**src/rtl/osdw_pkg.sv**
```systemverilog
package osdw_pkg;

    localparam int OSDW_CW_DEF  = 11;
    localparam int OSDW_NEDGE   = 4;
    localparam int OSDW_NAXIS   = 2;

    typedef enum logic [1:0] {
        EDGE_LEFT   = 2'd0,
        EDGE_RIGHT  = 2'd1,
        EDGE_TOP    = 2'd2,
        EDGE_BOTTOM = 2'd3
    } edge_sel_e;

    typedef enum int {
        AXIS_COL  = 0,
        AXIS_LINE = 1
    } axis_e;

    // Next value of a sticky "outside" flag: an opening match wins over a closing one.
    function automatic logic next_outside(input logic cur, input logic hit_open,
                                          input logic hit_close);
        if (hit_open)
            return 1'b0;
        else if (hit_close)
            return 1'b1;
        else
            return cur;
    endfunction

endpackage

```
**src/rtl/osdw_cfg_regs.sv**
```systemverilog
module osdw_cfg_regs
    import osdw_pkg::*;
#(
    parameter int CW = OSDW_CW_DEF
) (
    input  logic                             clk,
    input  logic                             rst,
    input  logic                             we,
    input  logic [1:0]                       addr,
    input  logic [CW-1:0]                    wdata,
    output logic [OSDW_NEDGE-1:0][CW-1:0]    edges
);

    generate
        for (genvar k = 0; k < OSDW_NEDGE; k++) begin : g_edge
            always_ff @(posedge clk) begin
                if (rst)
                    edges[k] <= '1;
                else if (we && (addr == 2'(k)))
                    edges[k] <= wdata;
            end

            a_r7_write_lands: assert property (@(posedge clk) disable iff (rst)
                (we && (addr == 2'(k))) |=> (edges[k] == $past(wdata)));
        end
    endgenerate

endmodule

```
**src/rtl/osdw_axis.sv**
```systemverilog
module osdw_axis
    import osdw_pkg::*;
#(
    parameter int CW = OSDW_CW_DEF
) (
    input  logic          clk,
    input  logic          rst,
    input  logic [CW-1:0] pos,
    input  logic [CW-1:0] edge_open,
    input  logic [CW-1:0] edge_close,
    input  logic          adv,
    output logic          outside,
    output logic [CW-1:0] cnt
);

    logic hit_open;
    logic hit_close;

    assign hit_open  = (pos == edge_open);
    assign hit_close = (pos == edge_close);

    always_ff @(posedge clk) begin
        if (rst)
            outside <= 1'b1;
        else
            outside <= next_outside(outside, hit_open, hit_close);
    end

    always_ff @(posedge clk) begin
        if (rst || outside)
            cnt <= '0;
        else if (adv)
            cnt <= cnt + 1'b1;
    end

    // flag transitions
    a_r2_open_wins: assert property (@(posedge clk) disable iff (rst)
        hit_open |=> !outside);
    a_r2_close_sets: assert property (@(posedge clk) disable iff (rst)
        (hit_close && !hit_open) |=> outside);
    a_r4_flag_holds: assert property (@(posedge clk) disable iff (rst)
        (!hit_open && !hit_close) |=> (outside == $past(outside)));

    // counter behaviour
    a_r3_zero_outside: assert property (@(posedge clk) disable iff (rst)
        outside |=> (cnt == '0));
    a_r3_step_inside: assert property (@(posedge clk) disable iff (rst)
        (!outside && adv) |=> (cnt == $past(cnt) + 1'b1));
    a_r5_hold_no_adv: assert property (@(posedge clk) disable iff (rst)
        (!outside && !adv) |=> $stable(cnt));

endmodule

```
**src/rtl/osdw_en_pipe.sv**
```systemverilog
module osdw_en_pipe #(
    parameter int DEPTH = 4
) (
    input  logic clk,
    input  logic rst,
    input  logic din,
    output logic dout
);

    logic [DEPTH-1:0] stg;

    generate
        if (DEPTH == 1) begin : g_one
            always_ff @(posedge clk) begin
                if (rst)
                    stg <= '0;
                else
                    stg[0] <= din;
            end
        end else begin : g_many
            always_ff @(posedge clk) begin
                if (rst)
                    stg <= '0;
                else
                    stg <= {stg[DEPTH-2:0], din};
            end
        end
    endgenerate

    assign dout = stg[DEPTH-1];

    // the output never rises unless the head of the chain was already set
    a_r6_no_early_rise: assert property (@(posedge clk) disable iff (rst)
        !(|stg) |=> !dout);

endmodule

```
**src/rtl/osd_window_gen.sv**
```systemverilog
module osd_window_gen
    import osdw_pkg::*;
#(
    parameter int CW         = OSDW_CW_DEF,
    parameter int EN_DELAY   = 4,
    parameter bit SHAPE_SYNC = 1'b0
) (
    input  logic          clk,
    input  logic          rst,
    input  logic [CW-1:0] ras_x,
    input  logic [CW-1:0] ras_y,
    input  logic          hsync,
    input  logic          cfg_we,
    input  logic [1:0]    cfg_addr,
    input  logic [CW-1:0] cfg_data,
    output logic [CW-1:0] osd_x,
    output logic [CW-1:0] osd_y,
    output logic          osd_en
);

    logic [OSDW_NEDGE-1:0][CW-1:0] edges;
    logic                          line_strb;
    logic [CW-1:0]                 ax_pos   [OSDW_NAXIS];
    logic [CW-1:0]                 ax_open  [OSDW_NAXIS];
    logic [CW-1:0]                 ax_close [OSDW_NAXIS];
    logic                          ax_adv   [OSDW_NAXIS];
    logic                          ax_out   [OSDW_NAXIS];
    logic [CW-1:0]                 ax_cnt   [OSDW_NAXIS];
    logic                          both_in;

    osdw_cfg_regs #(.CW(CW)) u_cfg (
        .clk   (clk),
        .rst   (rst),
        .we    (cfg_we),
        .addr  (cfg_addr),
        .wdata (cfg_data),
        .edges (edges)
    );

    // Sync conditioning: pass-through or rising-edge strobe
    generate
        if (SHAPE_SYNC) begin : g_shape
            logic hs_prev;
            always_ff @(posedge clk) begin
                if (rst)
                    hs_prev <= 1'b0;
                else
                    hs_prev <= hsync;
            end
            assign line_strb = hsync && !hs_prev;

            a_r8_single_strobe: assert property (@(posedge clk) disable iff (rst)
                line_strb |=> !line_strb);
        end else begin : g_pass
            assign line_strb = hsync;
        end
    endgenerate

    assign ax_pos[AXIS_COL]    = ras_x;
    assign ax_open[AXIS_COL]   = edges[EDGE_LEFT];
    assign ax_close[AXIS_COL]  = edges[EDGE_RIGHT];
    assign ax_adv[AXIS_COL]    = 1'b1;
    assign ax_pos[AXIS_LINE]   = ras_y;
    assign ax_open[AXIS_LINE]  = edges[EDGE_TOP];
    assign ax_close[AXIS_LINE] = edges[EDGE_BOTTOM];
    assign ax_adv[AXIS_LINE]   = line_strb;

    generate
        for (genvar a = 0; a < OSDW_NAXIS; a++) begin : g_axis
            osdw_axis #(.CW(CW)) u_axis (
                .clk        (clk),
                .rst        (rst),
                .pos        (ax_pos[a]),
                .edge_open  (ax_open[a]),
                .edge_close (ax_close[a]),
                .adv        (ax_adv[a]),
                .outside    (ax_out[a]),
                .cnt        (ax_cnt[a])
            );
        end
    endgenerate

    assign both_in = !ax_out[AXIS_COL] && !ax_out[AXIS_LINE];

    osdw_en_pipe #(.DEPTH(EN_DELAY)) u_en (
        .clk  (clk),
        .rst  (rst),
        .din  (both_in),
        .dout (osd_en)
    );

    assign osd_x = ax_cnt[AXIS_COL];
    assign osd_y = ax_cnt[AXIS_LINE];

    // a line counter is zero whenever the line axis was outside
    a_r4_line_zero: assert property (@(posedge clk) disable iff (rst)
        ax_out[AXIS_LINE] |=> (osd_y == '0));

endmodule

```
**config.mk**
```make
export PLATFORM = sky130hd
export DESIGN_NAME = osd_window_gen
export DESIGN_NICKNAME = d
export VERILOG_FILES = /design/src/rtl/osdw_pkg.sv /design/src/rtl/osdw_cfg_regs.sv /design/src/rtl/osdw_axis.sv /design/src/rtl/osdw_en_pipe.sv /design/src/rtl/osd_window_gen.sv
export SDC_FILE = /design/constraint.sdc
export NUM_CORES = 1
export LEC_CHECK = 0
export ABC_AREA = 0
export CORE_MARGIN = 2
export CORE_UTILIZATION = 40
export DETAILED_ROUTE_END_ITERATION = 7
export DONT_BUFFER_PORTS = 1
export HOLD_SLACK_MARGIN = 0.1
export PLACE_DENSITY = 0.63
export SLEW_MARGIN = 20
export SYNTH_ARGS = -nofsm -noshare
export SYNTH_HDL_FRONTEND = slang
export SYNTH_SLANG_ARGS = --single-unit
```
**constraint.sdc**
```tcl
create_clock -name clk -period 1.4 [get_ports clk]
set_input_delay 0.28 -clock clk [delete_from_list [all_inputs] [get_ports clk]]
set_output_delay 0.28 -clock clk [all_outputs]
set_load 0.05 [all_outputs]
```
==> results of run 1 <==
==> per-stage QoR <==
stage	instances	utilization (%)	total power [mW]	setup slack (ns)	setup TNS [ns]
finish	495	49.0	4.01	0.111	0
global route	495	49.0	4.22	0.0217	0
CTS	495	48.9	4.08	0.104	0
detailed placement	466	44.7	2.47	0.121	0
global placement	466	44.7	2.46	0.166	0
floorplan	356	-	2.44	-0.00328	-0.00328
==> power by group <==
group,internal (mW),switching (mW),leakage [nW]
Combinational,0.170,0.166,0.791
Sequential,2.11,0.0410,0.592
Clock,0.788,0.733,0.0927
==> layout by cell type, fill, tap and decap left out, types with 3 or more instances in the layout <==
| cell | n |
|---|---|
| a211o_1 | 11 |
| a31oi_1 | 4 |
| buf_4 | 23 |
| clkbuf_8 | 12 |
| dfxtp_1 | 62 |
| dfxtp_2 | 10 |
| dlygate4sd3_1 | 12 |
| inv_1 | 3 |
| nand2_1 | 73 |
| nand3_1 | 5 |
| nand3b_1 | 34 |
| nand4_1 | 3 |
| nor2_1 | 22 |
| nor2b_1 | 14 |
| nor3_1 | 5 |
| nor4_1 | 10 |
| or2_2 | 3 |
| xnor2_1 | 6 |
| xor2_1 | 55 |
==> synth_stat cells, types with 2 or more instances <==
cell,count,area [µm²]
a31oi_1,4,25.0
dfxtp_1,72,1440
clkbuf_1,7,26.3
and4_1,2,17.5
buf_6,2,22.5
nor3_1,5,25.0
nand3_1,6,30.0
a21oi_1,2,10.0
nand4_1,3,18.8
nor4_1,10,62.6
o21ai_0,2,10.0
xor2_1,55,482
buf_2,6,30.0
a211o_1,11,96.3
nand3b_1,34,255
nand2_1,73,274
and3_1,2,12.5
xnor2_1,6,52.6
inv_1,3,11.3
or2_2,3,18.8
nor2b_1,14,87.6
nor2_1,22,82.6
or3_1,2,12.5
ha_1,2,25.0
==> repair_timing <==
action | in CTS | in global routing
resized for setup | 0 | 2
hold buffers | 13 | 0
hold endpoints to repair | 49 | 0
setup endpoints to repair | 0 | 1
==> metal layers <==
layer / wire length (µm) / vias to the layer above / GRT usage, %
met4: 61 / 0 / 3.62
met2: 3250 / 63 / 27.7
li1: - / 1254 / -
met1: 3160 / 1143 / 20.4
met3: 514 / 7 / 7.06
met5: 0 / - / 0
==> cell type report <==
type                       instances  area (µm²)  area share (%)
sequential                        72        1450            38.2
inverter                           3        11.3           0.296
multi-input combinational        265        1700            44.6
clock buffer                      14         173            4.53
tap                              102         128            3.35
clock inverter                     2        12.5           0.328
timing repair buffer              37         333            8.74
==> how the worst max path moves through the flow <==
stage                             from                       to  slack [ns]  cells past startpoint
4_1_cts        g_axis[1].u_axis.cnt[0]  g_axis[1].u_axis.cnt[6]        0.10                      4
5_1_grt        g_axis[1].u_axis.cnt[0]  g_axis[1].u_axis.cnt[6]        0.02                      4
6_report       g_axis[1].u_axis.cnt[0]  g_axis[1].u_axis.cnt[6]        0.11                      4
3_3_place_gp   g_axis[1].u_axis.cnt[0]  g_axis[1].u_axis.cnt[6]        0.17                      4
2_1_floorplan  g_axis[1].u_axis.cnt[0]  g_axis[1].u_axis.cnt[6]      -0.003                      4
3_5_place_dp   g_axis[1].u_axis.cnt[0]  g_axis[1].u_axis.cnt[6]        0.12                      4
==> cells by family (layout without fill, tap and decap cells) <==
group / Yosys count / count (layout) / synth area share (%)
and+or+nand+nor: 182 / 182 / 30.3
AOI/OAI and AO/OA: 19 / 19 / 4.39
adders and majority gates: 2 / 2 / 0.777
buffers and inverters: 19 / 56 / 2.95
DFF: 72 / 72 / 44.7
muxes: 1 / 1 / 0.311
xor gates and xnor gates: 61 / 61 / 16.6
==> worst register-to-register path, stage by stage, from the launching register on <==
cell and delay [ns]:
dfxtp_2 0.39, ha_1 0.23, nand3_2 0.14, or3_1 0.32
a21oi_1 0.14
==> flip-flops by register name (all words and copies together), names as in the netlist <==
register               cells
u_en.stg                   4
g_axis.u_axis.cnt         22
g_axis.u_axis.outside      2
u_cfg.edges               44
==> results.yml, run 1 <==
flow_run:
  maxCapViolCount: 0
route:
  drtPass1Iterations: 4
  post_drt_via_cell_ratio: 4.98
  vias: 2467
  drc: 0
  drt_wl_total_um: 6980
  drtIter0Drc: 90
  ant_nets: 0
  wl_per_cell_um: 14.1
timing:
  final_max_slew_viol_count: 0
  rsz0062_at_grt: "no"
  period_needed_ns: 1.29
  skew_ns: 0.00775
  post-route-period-util_pct: 92.1
  hold_viol_final: 0
  setup_violations: 0
  slew_headroom_pct: 48.3
  clock.fmax_mhz: 776
  holdWs_ns: 0.155
  tightest_slew_ns: 0.773
grt:
  antenna_found_initial: 0
  grt_max_degree: 48
  grt_pass1_wl_um: 11400
  grt_pass1_vias: 2388
  overflow: 0
  grt.total_usage_pct: 16.8
placed_design:
  gp_congestion: 0.741
  placed_cell_area_um2: 3470
  port_buffers: 0
  dp_hpwl_um: 4830
clock_tree:
  cts_setup_buffers: 0
  clk_pin_slew_ns: 0.07
  clock_path_buffers: 2
  cts_tree: "yes"
  cts_root_buf: "clkbuf_8"
  numClockSinks: 72
  cts_buffers: 9
  htree_levels: 3
  clk_latency_ns: 0.34
yosys:
  seq_area_frac_synth_pct: 44.7
  synthArstFlopShare_pct: 0
  yosys.cell_types.count: 32
  synthCells: 356
  ys_warn_count: 0
  synth_area_per_cell_um2: 9.05
  ys_ff_latch: 72
  syn-cell-area_um2: 3220
  syn-num-nets: 397
  synthFlopType: "dfxtp_1"
  synth_edf_count: 0
min_path:
  hp-start: "hsync"
  hold_path_depth: 3
  hold_path_class: "input pin to flip-flop"
  holdPathEnd: "g_axis[1].u_axis.cnt[2]"
critical_path:
  crit_arrival_ns: 1.56
  ff2ff_setup_slack_ns: 0.11
  path_delay_family: "simple AND/OR/NAND/NOR gates"
  worst-path-buf-inv: 0
  crit_required_ns: 1.67
  crit_chain: "ha_1 -> nand3_2 -> or3_1 -> a21oi_1"
  cp_slowest_cell: "dfxtp_2"
  crit_fanout: 4
  crit_type: "flip-flop to flip-flop"
  cpPeakStageDelay_ns: 0.39
  worstReg2RegStart: "g_axis[1].u_axis.cnt[0]"
  worst_setup_path_start_kind: "flip-flop"
  reg2reg_depth: 4
  r2r-end: "g_axis[1].u_axis.cnt[6]"
  end_kind: "flip-flop"
floorplan:
  dieArea_um2: 8790
  die_h_um: 93.7
  start_util_pct: 41.5
  num_rows: 32
  coreArea_um2: 7770
  die_width_um: 93.7
  ios: 62
layout:
  nNetsFinal: 429
  finalInstanceArea_um2: 3810
  syn2layout_area_growth_pct: 18.3
  n_fill_cell: 770
  layout-drive-gt1-share_pct: 14.5
  antenna_cells: 0
power_and_ir_drop:
  p_per_area_nw_per_um2: 1050
  p_leak_nw: 1.48
  ir_worst_vdd_v: 0.000682
status:
  outcome: "finished clean"
No activity file was read; power rests on OpenSTA's default activity.
==> inputs of run 2 (changes only) <==
Settings changed: REMOVE_ABC_BUFFERS set to 1.
==> results.yml, run 2 (same netlist as run 1, synthesis figures left out) <==
clock_tree:
  clk_pin_slew_ns: 0.07
  clk_latency_ns: 0.34
  clock_path_buffers: 2
  numClockSinks: 72
  htree_levels: 3
  cts_root_buf: "clkbuf_8"
  cts_tree: "yes"
  cts_buffers: 9
  cts_setup_buffers: 0
route:
  wl_per_cell_um: 14.3
  drtIter0Drc: 70
  ant_nets: 0
  drc: 0
  drtPass1Iterations: 4
  post_drt_via_cell_ratio: 4.91
  vias: 2436
  drt_wl_total_um: 7100
layout:
  final_util_pct: 49.1
  finalInstanceArea_um2: 3820
  final_common_cell: "nand2_1"
  largest_register: "u_cfg.edges"
  syn2layout_area_growth_pct: 18.5
  antenna_cells: 0
  nNetsFinal: 430
  layout-drive-gt1-share_pct: 12.9
  top_regs: "u_cfg.edges x44, g_axis.u_axis.cnt x22, u_en.stg x4"
  finalNonFillerCells: 496
  layout_common_cells: "73 x nand2_1, 70 x dfxtp_1, 55 x xor2_1"
  largest_reg_flops: 44
power_and_ir_drop:
  p_switching_mw: 0.951
  pwr-share-comb_pct: 8.1
  clkPwrFrac_pct: 40.0
  p_sw_share_pct: 22.9
  power_mw: 4.15
  internal-power_mw: 3.20
  seqPwrFrac_pct: 51.9
  ir_worst_vdd_v: 0.000531
  p_leak_nw: 1.47
  p_per_area_nw_per_um2: 1090
floorplan:
  die_width_um: 93.7
  start_util_pct: 41.5
  ios: 62
  coreArea_um2: 7770
  num_rows: 32
  dieArea_um2: 8790
  die_h_um: 93.7
timing:
  holdWs_ns: 0.156
  clock.fmax_mhz: 783
  skew_ns: 0.00693
  final_max_slew_viol_count: 0
  hold_viol_final: 0
  slew_headroom_pct: 65.5
  tightest_slew_ns: 0.516
  rsz0062_at_grt: "no"
  fin_ws_ns: 0.123
  post-route-period-util_pct: 91.2
  finalSetupTns_ns: 0
  period_needed_ns: 1.28
  setup_violations: 0
placed_design:
  placed_cell_area_um2: 3470
  dp.cells: 467
  gp_congestion: 0.761
  dp_hpwl_um: 4820
  port_buffers: 0
  post-place-ws_ns: 0.0956
status:
  outcome: "finished clean"
grt:
  use_met1_pct: 22.8
  grt_use_met3_pct: 6.82
  grtUsageMet2_pct: 28.0
  grt-busiest-layer: "met2"
  grt.total_usage_pct: 17.6
  overflow: 0
  grt_max_degree: 48
  antenna_found_initial: 0
  grt_pass1_wl_um: 12200
  grt_pass1_vias: 2494
critical_path:
  end_kind: "output port"
  crit_arrival_ns: 1.00
  worstReg2RegStart: "g_axis[1].u_axis.cnt[1]"
  ff2ff_setup_slack_ns: 0.17
  worst_setup_path_start_kind: "flip-flop"
  crit_fanout: 6
  cp_slowest_cell: "dfxtp_1"
  crit_chain: "buf_4"
  r2r-end: "g_axis[1].u_axis.cnt[6]"
  worst-path-buf-inv: 1
  crit_type: "flip-flop to output port"
  reg2reg_depth: 4
  path_delay_family: "flip-flops"
  cpPeakStageDelay_ns: 0.42
  crit_required_ns: 1.12
min_path:
  hold_path_class: "input pin to flip-flop"
  holdPathEnd: "g_axis[0].u_axis.outside"
  hold_path_depth: 2
  hp-start: "rst"
flow_run:
  maxCapViolCount: 0
## run 2: power groups by stage
stage               combinational [mW]  sequential (mW)  clock, mW
floorplan                        0.217             2.19          0
global placement                 0.260             2.20          0
detailed placement               0.264             2.20          0
CTS                              0.337             2.16       1.70
global route                     0.379             2.16       1.81
finish                           0.334             2.16       1.66
## run 2: what timing repair did
item                                   4_1_cts  5_1_grt
gates resized for setup                      0        4
setup endpoints to repair                    0        4
endpoints found under the hold margin       49        0
hold buffers                                13        0
## run 2: worst max-delay path by stage
stage / startpoint / to / slack, ns / cells past startpoint
floorplan: g_axis[1].u_axis.cnt[0] / g_axis[1].u_axis.cnt[6] / -0.24 / 4
global placement: g_axis[1].u_axis.cnt[1] / g_axis[1].u_axis.cnt[8] / 0.14 / 5
detailed placement: g_axis[1].u_axis.cnt[1] / g_axis[1].u_axis.cnt[6] / 0.1 / 4
CTS: g_axis[1].u_axis.cnt[2] / osd_y[2] / 0.05 / 1
global route: g_axis[1].u_axis.cnt[0] / osd_y[0] / 0.06 / 2
finish: g_axis[0].u_axis.cnt[5] / osd_x[5] / 0.12 / 1
## run 2: cell type report
type                            instances  area, µm²
Timing Repair Buffer                   38        340
Tap cell                              102        128
Fill cell                             741       3950
Inverter                                3       11.3
Multi-Input combinational cell        265       1700
Clock inverter                          3       40.0
Clock buffer                           13        159
Sequential cell                        72       1440
## run 2: layer usage
layer / share of wire [%] / wire length (µm) / vias to the layer above
li1: - / - / 1245
met1: 46 / 3270 / 1125
met2: 46 / 3290 / 61
met3: 7.0 / 495 / 5
met4: 0.61 / 43 / 0
met5: 0 / 0 / -
==> inputs of run 3 (changes only) <==
Settings changed: MAX_ROUTING_LAYER set to met4, PLACE_DENSITY 0.63 to 0.6.
==> results.yml, run 3 (same netlist as run 1, synthesis figures left out) <==
status:
  outcome: "finished clean"
layout:
  nNetsFinal: 431
  layout_common_cells: "73 x nand2_1, 69 x dfxtp_1, 55 x xor2_1"
  finalInstanceArea_um2: 3810
  layout-drive-gt1-share_pct: 13.0
  final_common_cell: "nand2_1"
  final_util_pct: 49.1
  largest_reg_flops: 44
  largest_register: "u_cfg.edges"
  top_regs: "u_cfg.edges x44, g_axis.u_axis.cnt x22, u_en.stg x4"
  n_fill_cell: 762
  syn2layout_area_growth_pct: 18.4
critical_path:
  cpPeakStageDelay_ns: 0.44
  crit_required_ns: 1.12
  end_kind: "output port"
  cp_slowest_cell: "dfxtp_1"
  crit_arrival_ns: 1.01
  crit_fanout: 6
  crit_chain: "buf_4"
  worst-path-buf-inv: 1
  worst_setup_path_start_kind: "flip-flop"
  path_delay_family: "flip-flops"
  crit_type: "flip-flop to output port"
floorplan:
  coreArea_um2: 7770
  dieArea_um2: 8790
  die_width_um: 93.7
  start_util_pct: 41.5
  die_h_um: 93.7
  ios: 62
  num_rows: 32
timing:
  clock.fmax_mhz: 772
  slew_headroom_pct: 68.2
  post-route-period-util_pct: 92.5
  hold_viol_final: 0
  setup_violations: 0
  finalSetupTns_ns: 0
  skew_ns: 0.00554
  rsz0062_at_grt: "no"
  period_needed_ns: 1.29
  tightest_slew_ns: 0.477
  final_max_slew_viol_count: 0
grt:
  grt_pass1_vias: 2434
  grt-busiest-layer: "met2"
  grt.total_usage_pct: 18.0
  use_met1_pct: 22.0
  grt_pass1_wl_um: 11900
  antenna_found_initial: 0
  grtUsageMet2_pct: 27.3
  grt_use_met3_pct: 7.78
  grt_max_degree: 48
  overflow: 0
power_and_ir_drop:
  p_per_area_nw_per_um2: 1030
  p_leak_nw: 1.47
  ir_worst_vdd_v: 0.000573
placed_design:
  port_buffers: 0
  placed_cell_area_um2: 3470
  dp_hpwl_um: 4870
  gp_congestion: 0.737
route:
  drtPass1Iterations: 4
  wl_per_cell_um: 14.6
  drt_wl_total_um: 7250
  ant_nets: 0
  post_drt_via_cell_ratio: 4.96
  drtIter0Drc: 71
  vias: 2456
  drc: 0
clock_tree:
  clock_path_buffers: 2
  cts_root_buf: "clkbuf_8"
  cts_buffers: 9
  numClockSinks: 72
  cts_tree: "yes"
  htree_levels: 3
  clk_latency_ns: 0.34
  cts_setup_buffers: 0
  clk_pin_slew_ns: 0.07
flow_run:
  maxCapViolCount: 0
min_path:
  hold_path_class: "input pin to flip-flop"
## run 3: cell types whose count changed in the layout (fill, tap and decap cells not counted), sizes merged
cell,change
bufinv,-1
diode,+1
clkinv,-1
buf,+1
clkbuf,-1
## run 3: path summary, 6_finish.rpt
path | from | cells past startpoint | slack, ns | endpoint
setup / recovery | g_axis[0].u_axis.cnt[5] | 1 | 0.11 | osd_x[5]
hold / removal | rst | 2 | 0.15 | g_axis[0].u_axis.outside
setup reg to reg | g_axis[1].u_axis.cnt[0] | 5 | 0.12 | g_axis[1].u_axis.cnt[10]
hold reg to reg | g_axis[1].u_axis.outside | 1 | 0.41 | u_en.stg[0]
## run 3: layer usage
metal	wire, µm	share of wire [%]
met1	3280	45
met2	3450	48
met3	448	6.2
met4	72	0.99
met5	0	0
## run 3: where the power goes
group | leakage (nW) | internal (mW) | switching, mW
combinational | 0.797 | 0.173 | 0.166
clock | 0.0842 | 0.709 | 0.716
sequential | 0.589 | 2.11 | 0.0406
## run 3: layout make-up
type,count,area (µm²),area share [%]
multi-input combinational,265,1720,45.1
sequential,72,1450,37.9
antenna,1,2.50,0.0656
clock inverter,1,5.00,0.131
tap,102,128,3.35
inverter,3,11.3,0.295
timing repair buffer,39,348,9.12
clock buffer,12,155,4.07
## run 3: repair_timing
action / 4_1_cts / 5_1_grt
setup endpoints to repair: 0 / 3
resized for setup: 0 / 8
hold buffers: 13 / 0
hold endpoints to repair: 49 / 0
## run 3: per-stage QoR
step	hold slack [ns]	total power [mW]	worst slack, ns	cells
floorplan	0.352	2.41	-0.242	340
global route	0.129	4.11	0.0149	494
finish	0.146	3.92	0.105	495
global placement	0.359	2.47	0.135	468
CTS	0.134	3.97	0.0663	494
detailed placement	0.363	2.47	0.0852	468
